### src/rtl/ctxsw_pkg.sv
package ctxsw_pkg;

    typedef enum logic [3:0] {
        S_IDLE,
        S_VEC_WP,
        S_VEC_PC,
        S_PUT_WP,
        S_PUT_PC,
        S_PUT_ST,
        S_GET_WP,
        S_GET_PC,
        S_GET_ST,
        S_COMMIT
    } seq_state_t;

    // Register numbers inside a workspace that hold the linkage words.
    localparam int unsigned LINK_WP_IDX = 13;
    localparam int unsigned LINK_PC_IDX = 14;
    localparam int unsigned LINK_ST_IDX = 15;

endpackage

### src/rtl/ctxsw_fsm.sv
module ctxsw_fsm
    import ctxsw_pkg::*;
(
    input  logic       clk,
    input  logic       rst_n,
    input  logic       irq_req,
    input  logic       call_req,
    input  logic       ret_req,
    input  logic       mem_ready,
    output seq_state_t state,
    output logic       take_irq,
    output logic       take_call,
    output logic       take_ret,
    output logic       mem_req,
    output logic       mem_we,
    output logic       busy,
    output logic       done
);

    seq_state_t state_nx;

    // Request arbitration: interrupt, then call, then return; idle only.
    assign take_irq  = (state == S_IDLE) && irq_req;
    assign take_call = (state == S_IDLE) && call_req && !irq_req;
    assign take_ret  = (state == S_IDLE) && ret_req && !irq_req && !call_req;

    always_ff @(posedge clk or negedge rst_n) begin
        if (!rst_n) state <= S_IDLE;
        else        state <= state_nx;
    end

    always_comb begin
        state_nx = state;
        unique case (state)
            S_IDLE: begin
                if (take_irq || take_call) state_nx = S_VEC_WP;
                else if (take_ret)         state_nx = S_GET_WP;
            end
            S_VEC_WP: if (mem_ready) state_nx = S_VEC_PC;
            S_VEC_PC: if (mem_ready) state_nx = S_PUT_WP;
            S_PUT_WP: if (mem_ready) state_nx = S_PUT_PC;
            S_PUT_PC: if (mem_ready) state_nx = S_PUT_ST;
            S_PUT_ST: if (mem_ready) state_nx = S_COMMIT;
            S_GET_WP: if (mem_ready) state_nx = S_GET_PC;
            S_GET_PC: if (mem_ready) state_nx = S_GET_ST;
            S_GET_ST: if (mem_ready) state_nx = S_COMMIT;
            S_COMMIT: state_nx = S_IDLE;
            default:  state_nx = S_IDLE;
        endcase
    end

    always_comb begin
        mem_req = 1'b0;
        mem_we  = 1'b0;
        busy    = 1'b1;
        done    = 1'b0;
        unique case (state)
            S_IDLE:   busy = 1'b0;
            S_VEC_WP, S_VEC_PC,
            S_GET_WP, S_GET_PC, S_GET_ST: mem_req = 1'b1;
            S_PUT_WP, S_PUT_PC, S_PUT_ST: begin
                mem_req = 1'b1;
                mem_we  = 1'b1;
            end
            S_COMMIT: done = 1'b1;
            default:  busy = 1'b0;
        endcase
    end


    done_pulse_chk: assert property (@(posedge clk) disable iff (!rst_n)
        done |=> !done);


    idle_quiet_chk: assert property (@(posedge clk) disable iff (!rst_n)
        !busy |-> !mem_req);


    save_order_chk: assert property (@(posedge clk) disable iff (!rst_n)
        (state == S_PUT_WP) && mem_ready |=> (state == S_PUT_PC));

endmodule

### src/rtl/ctxsw_ctx_regs.sv
module ctxsw_ctx_regs
    import ctxsw_pkg::*;
#(
    parameter int unsigned W       = 16,
    parameter logic [W-1:0] RST_WP  = '0,
    parameter logic [W-1:0] RST_PC  = '0,
    parameter logic [W-1:0] RST_ST  = '0,
    parameter logic [W-1:0] IRQ_VEC = '0
) (
    input  logic         clk,
    input  logic         rst_n,
    input  seq_state_t   state,
    input  logic         take_irq,
    input  logic         take_call,
    input  logic [W-1:0] call_vec,
    input  logic [W-1:0] next_pc,
    input  logic [W-1:0] mem_rdata,
    input  logic         mem_ready,
    output logic [W-1:0] wp_q,
    output logic [W-1:0] pc_q,
    output logic [W-1:0] st_q,
    output logic [W-1:0] vec_base,
    output logic [W-1:0] stage_wp,
    output logic [W-1:0] saved_pc
);

    logic [W-1:0] stage_pc;
    logic [W-1:0] stage_st;
    logic         commit;

    assign commit = (state == S_COMMIT);

    // Staging registers: filled during the sequence, applied at commit.
    always_ff @(posedge clk or negedge rst_n) begin
        if (!rst_n) begin
            vec_base <= '0;
            saved_pc <= '0;
            stage_wp <= '0;
            stage_pc <= '0;
            stage_st <= '0;
        end else begin
            if (take_irq || take_call) begin
                vec_base <= take_irq ? IRQ_VEC : call_vec;
                saved_pc <= next_pc;
                stage_st <= st_q;
            end
            if (mem_ready) begin
                unique case (state)
                    S_VEC_WP, S_GET_WP: stage_wp <= mem_rdata;
                    S_VEC_PC, S_GET_PC: stage_pc <= mem_rdata;
                    S_GET_ST:           stage_st <= mem_rdata;
                    default: ;
                endcase
            end
        end
    end

    // Live CPU state.
    always_ff @(posedge clk or negedge rst_n) begin
        if (!rst_n) begin
            wp_q <= RST_WP;
            pc_q <= RST_PC;
            st_q <= RST_ST;
        end else if (commit) begin
            wp_q <= stage_wp;
            pc_q <= stage_pc;
            st_q <= stage_st;
        end
    end


    ctx_hold_chk: assert property (@(posedge clk) disable iff (!rst_n)
        !commit |=> ($stable(wp_q) && $stable(pc_q) && $stable(st_q)));

endmodule

### src/rtl/ctxsw_bus_mux.sv
module ctxsw_bus_mux
    import ctxsw_pkg::*;
#(
    parameter int unsigned W = 16
) (
    input  seq_state_t   state,
    input  logic [W-1:0] vec_base,
    input  logic [W-1:0] stage_wp,
    input  logic [W-1:0] cur_wp,
    input  logic [W-1:0] saved_pc,
    input  logic [W-1:0] cur_st,
    output logic [W-1:0] mem_addr,
    output logic [W-1:0] mem_wdata
);

    localparam logic [W-1:0] OFS_WP  = W'(2 * LINK_WP_IDX);
    localparam logic [W-1:0] OFS_PC  = W'(2 * LINK_PC_IDX);
    localparam logic [W-1:0] OFS_ST  = W'(2 * LINK_ST_IDX);
    localparam logic [W-1:0] WORD_SZ = W'(2);

    always_comb begin
        mem_addr  = '0;
        mem_wdata = '0;
        unique case (state)
            S_VEC_WP: mem_addr = vec_base;
            S_VEC_PC: mem_addr = vec_base + WORD_SZ;
            S_PUT_WP: begin
                mem_addr  = stage_wp + OFS_WP;
                mem_wdata = cur_wp;
            end
            S_PUT_PC: begin
                mem_addr  = stage_wp + OFS_PC;
                mem_wdata = saved_pc;
            end
            S_PUT_ST: begin
                mem_addr  = stage_wp + OFS_ST;
                mem_wdata = cur_st;
            end
            S_GET_WP: mem_addr = cur_wp + OFS_WP;
            S_GET_PC: mem_addr = cur_wp + OFS_PC;
            S_GET_ST: mem_addr = cur_wp + OFS_ST;
            default: ;
        endcase
    end

endmodule

### src/rtl/ctx_switch_seq.sv
module ctx_switch_seq
    import ctxsw_pkg::*;
#(
    parameter int unsigned W       = 16,
    parameter logic [W-1:0] RST_WP  = 16'h0100,
    parameter logic [W-1:0] RST_PC  = 16'h0000,
    parameter logic [W-1:0] RST_ST  = 16'h0000,
    parameter logic [W-1:0] IRQ_VEC = 16'h0004
) (
    input  logic         clk,
    input  logic         rst_n,
    input  logic         call_req,
    input  logic [W-1:0] call_vec,
    input  logic         ret_req,
    input  logic         irq_req,
    input  logic [W-1:0] next_pc,
    output logic         mem_req,
    output logic         mem_we,
    output logic [W-1:0] mem_addr,
    output logic [W-1:0] mem_wdata,
    input  logic [W-1:0] mem_rdata,
    input  logic         mem_ready,
    output logic [W-1:0] wp,
    output logic [W-1:0] pc,
    output logic [W-1:0] st,
    output logic         busy,
    output logic         done
);

    seq_state_t   state;
    logic         take_irq, take_call, take_ret;
    logic [W-1:0] vec_base, stage_wp, saved_pc;

    ctxsw_fsm u_fsm (
        .clk       (clk),
        .rst_n     (rst_n),
        .irq_req   (irq_req),
        .call_req  (call_req),
        .ret_req   (ret_req),
        .mem_ready (mem_ready),
        .state     (state),
        .take_irq  (take_irq),
        .take_call (take_call),
        .take_ret  (take_ret),
        .mem_req   (mem_req),
        .mem_we    (mem_we),
        .busy      (busy),
        .done      (done)
    );

    ctxsw_ctx_regs #(
        .W       (W),
        .RST_WP  (RST_WP),
        .RST_PC  (RST_PC),
        .RST_ST  (RST_ST),
        .IRQ_VEC (IRQ_VEC)
    ) u_regs (
        .clk       (clk),
        .rst_n     (rst_n),
        .state     (state),
        .take_irq  (take_irq),
        .take_call (take_call),
        .call_vec  (call_vec),
        .next_pc   (next_pc),
        .mem_rdata (mem_rdata),
        .mem_ready (mem_ready),
        .wp_q      (wp),
        .pc_q      (pc),
        .st_q      (st),
        .vec_base  (vec_base),
        .stage_wp  (stage_wp),
        .saved_pc  (saved_pc)
    );

    ctxsw_bus_mux #(.W(W)) u_mux (
        .state     (state),
        .vec_base  (vec_base),
        .stage_wp  (stage_wp),
        .cur_wp    (wp),
        .saved_pc  (saved_pc),
        .cur_st    (st),
        .mem_addr  (mem_addr),
        .mem_wdata (mem_wdata)
    );


    bus_hold_chk: assert property (@(posedge clk) disable iff (!rst_n)
        mem_req && !mem_ready |=> mem_req && $stable(mem_addr)
                                  && $stable(mem_we) && $stable(mem_wdata));


    start_busy_chk: assert property (@(posedge clk) disable iff (!rst_n)
        (take_irq || take_call || take_ret) |=> busy);

endmodule

### config.mk
export PLATFORM = sky130hd
export DESIGN_NAME = ctx_switch_seq
export DESIGN_NICKNAME = d
export VERILOG_FILES = /design/src/rtl/ctxsw_pkg.sv /design/src/rtl/ctxsw_fsm.sv /design/src/rtl/ctxsw_ctx_regs.sv /design/src/rtl/ctxsw_bus_mux.sv /design/src/rtl/ctx_switch_seq.sv
export SDC_FILE = /design/constraint.sdc
export NUM_CORES = 1
export LEC_CHECK = 0
export ABC_AREA = 1
export CORE_MARGIN = 1.5
export CORE_UTILIZATION = 40
export CTS_BUF_LIST = sky130_fd_sc_hd__clkbuf_4 sky130_fd_sc_hd__clkbuf_8
export CTS_CLUSTER_DIAMETER = 100
export DETAILED_ROUTE_END_ITERATION = 7
export GPL_TIMING_DRIVEN = 0
export PLACE_DENSITY = 0.6
export SYNTH_ARGS = -nofsm -noshare
export SYNTH_HDL_FRONTEND = slang
export SYNTH_SLANG_ARGS = --single-unit
### constraint.sdc
create_clock -name clk -period 7 [get_ports clk]
set_clock_uncertainty 0.1 [all_clocks]
set_input_delay 1.4 -clock clk [delete_from_list [all_inputs] [get_ports clk]]
set_output_delay 1.4 -clock clk [all_outputs]
set_load 0.02 [all_outputs]
==> metrics.txt <==
largest net degree at the start of global routing around 80; sequential power share 0.292; Top FF cell, synth dfrtp_1; Max-Cap Viols 0; I/O pin count approximately 140; buffer count from post-CTS setup fixing 0; hold-fix buffers at CTS 0; unrepaired setup endpoints after global routing no; Post-synth EDFFs 0; switching pwr roughly 2.5 mW; P_leak between 4 and 5 nW; area share of the largest cell type after synthesis 0.403; final setup margin ~2.0 ns; first-pass GRT wire length between 40,000 and 50,000 um; cell row count between 50 and 60; internal power 2.46 mW; Syn Area/Cell approximately 6.8 um^2; number of synthesized register bits 132; Synth-to-Final Area Change 25.9%; final worst path period need about 5 ns; Setup crit end kind output port; r2r startpoint u_fsm.state[1]$_DFFE_PN0P_; grt total ovfl 0; Critical Path Fanout Max 10; CTS Buffer Depth 2; via count 8,695; Worst-Skew Late Latency between 0.4 and 0.5 ns; Setup CP Type reg2out; Final Slew Violations 0; CTS Buf Count 17; non-filler cells, final about 1.6k; Arr. time, crit path 3.46 ns; Hold Violations, Final 0; setup violators final 0; placed cells 1,602; Sink Count roughly 130; H-tree depth 4; Ys Warns 0; HPWL after DPL between 20,000 and 25,000 um; CTS tree done; Synth area leaders dfrtp_1, nand2_1, o21ai_0, nand3_1, inv_1; Combinational Power Share 0.579; GPL Wtd Cong slightly below 1; antenna violations before repair 2; vias per cell 5.33; clock share of power 0.129; sequential share of the synthesized area 0.406; dpl ws around 2.6 ns; routed len/inst 18.0 um; syn_nets 1,257; die area ~21,000 um^2; Post-CTS Resized 0; CTS clk-pin slew, worst paths ~0.080 ns; Post-synth ARST share 1.00; critical hold path startpoint u_regs.stage_pc[8]$_DFFE_PN0P_; Port Buffers between 100 and 150; crit path launch type flop; CP startpoint u_fsm.state[0]$_DFFE_PN0P_; wire length on met1 13,500 um; Design Area, Final slightly above 10,000 um^2; Slew @ Worst Pin between 0.7 and 0.8 ns; Met2 Wirelength 12,500 um; Tightest Hold Check Type reg2reg; # nets final approximately 1.4k; Die Width approximately 150 um; Mapped Cells between 1k and 1.5k; Power Density roughly 490 nW/um^2; share of post-route cells with drive strength above 1 0.0680; DRT Wirelength 29,400 um; WL met3 between 2000 and 3000 um; n_diodes 0; Worst VDD drop around 0.21 mV; starting density of the core 0.412; status complete, no violations; mapped cell area between 8000 and 9000 um^2; fin util 0.519; Max-slew headroom 0.525; switching share of total power 0.506; gr usage total 0.282; root buf cell clkbuf_8; Post-DP Area between 9000 and 10,000 um^2; leading area contributor after synthesis dfrtp_1; initial DRC count approximately 760; Core Region about 20,000 um^2; first drt pass iteration count 5; Hold Slack around 0.37 ns; Worst Path Required 5.50 ns; top sig layer met5; FMAX a little over 0.2 GHz; vias in the first global route ~8.2k; DRC viols 0; crit share post-route 0.709; Die H about 150 um; Unique masters post-synth 40; Detail Route Antenna Nets 0
cells in the mapped netlist, types with 4 or more instances:
master / instances
buf_2: 14
dfrtp_1: 131
a21oi_1: 9
inv_1: 136
o22ai_1: 5
o21ai_0: 132
inv_2: 10
o211ai_1: 34
nand4_1: 20
nand2_1: 443
nand3_1: 113
nor2_4: 5
nor2_1: 48
nor2_2: 9
clkbuf_1: 31
o21ai_1: 6
xor2_1: 4
nand2_2: 7
o221ai_1: 4
ha_1: 4
placed cells by master (no fill, tap or decap), drive strengths merged, types with 2 or more instances in the layout:
| master | instances |
|---|---|
| nand2 | 451 |
| inv | 149 |
| o21ai | 141 |
| clkdlybuf4s50 | 136 |
| dfrtp | 131 |
| nand3 | 115 |
| nor2 | 62 |
| clkbuf | 52 |
| o211ai | 34 |
| buf | 21 |
| nand4 | 20 |
| a21oi | 10 |
| o22ai | 5 |
| xor2 | 4 |
| o221ai | 4 |
| ha | 4 |
| a22oi | 3 |
| o31ai | 3 |
| or2 | 3 |
| clkinvlp | 3 |
| clkinv | 3 |
| o21bai | 2 |
| nor3 | 2 |
critical path, stage by stage (launching register included):
cell             delay, ns
dfrtp_1               0.47
nor2_2                0.26
nand2_2               0.22
buf_4                 0.24
nand2_1               0.07
nand2_1               0.10
ha_1                  0.28
nand2_1               0.21
nand2_1               0.14
o21bai_1              0.15
nand3_1               0.13
nand4_1               0.12
clkdlybuf4s50_1       0.61
flip-flops by register name (all words and copies together), names as in the netlist:
register / cells
u_regs.pc_q: 16
u_regs.saved_pc: 16
u_regs.st_q: 16
u_regs.stage_pc: 16
u_regs.stage_st: 16
u_regs.stage_wp: 16
u_regs.vec_base: 16
u_regs.wp_q: 16
u_fsm.state: 4
cell type report:
type	instances	area, um^2
multi-input combinational	870	4040
timing repair buffer	138	1400
tap	265	332
inverter	147	552
sequential	132	3300
buffer	50	235
clock inverter	9	96.3
fill	2044	9480
clock buffer	21	277
power by group through the flow:
stage,logic [mW],registers [mW],clock network (mW)
final,2.89,1.45,0.644
after global routing,3.19,1.50,0.679
after CTS,2.86,1.45,0.650
after detailed placement,2.85,1.46,0
after global placement,2.83,1.46,0
after floorplan,1.63,1.49,0
logic make-up (layout without fill, tap and decap cells):
kind of cell / after synthesis / after routing / share of synthesized area
XOR/XNOR: 4 / 4 / 0.00431
buffers and inverters: 197 / 365 / 0.0968
adder cells (fa/ha/maj): 4 / 4 / 0.00616
flip-flops: 132 / 132 / 0.406
AND/OR/NAND/NOR: 656 / 656 / 0.341
AO/OA/AOI/OAI: 206 / 206 / 0.146
layer usage:
layer | global-route usage | vias up
li1 | - | 4194
met1 | 0.411 | 4056
met2 | 0.409 | 389
met3 | 0.0621 | 54
met4 | 0.0980 | 2
met5 | 0 | -
path summary, 6_finish.rpt:
check	endpoint	slack [ns]	depth (start not counted)
worst max-delay path	mem_addr[11]	2.04	12
worst min-delay path	u_regs.pc_q[8]$_DFFE_PN0P_	0.37	2
worst max register to register	u_regs.stage_pc[3]$_DFFE_PN0P_	4.52	8
worst min register to register	u_regs.pc_q[8]$_DFFE_PN0P_	0.37	2
max in group asynchronous	u_regs.wp_q[8]$_DFFE_PN1P_	5.21	2
min in group asynchronous	u_regs.st_q[10]$_DFFE_PN0P_	0.78	1
per-stage QoR:
stage          power (mW)  TNS (ns)
2_1_floorplan        3.12         0
3_3_place_gp         4.29   -135.23
3_5_place_dp         4.31         0
4_1_cts              4.96         0
5_1_grt              5.36         0
6_report             4.98         0
Power figures use the tool's default switching activity.
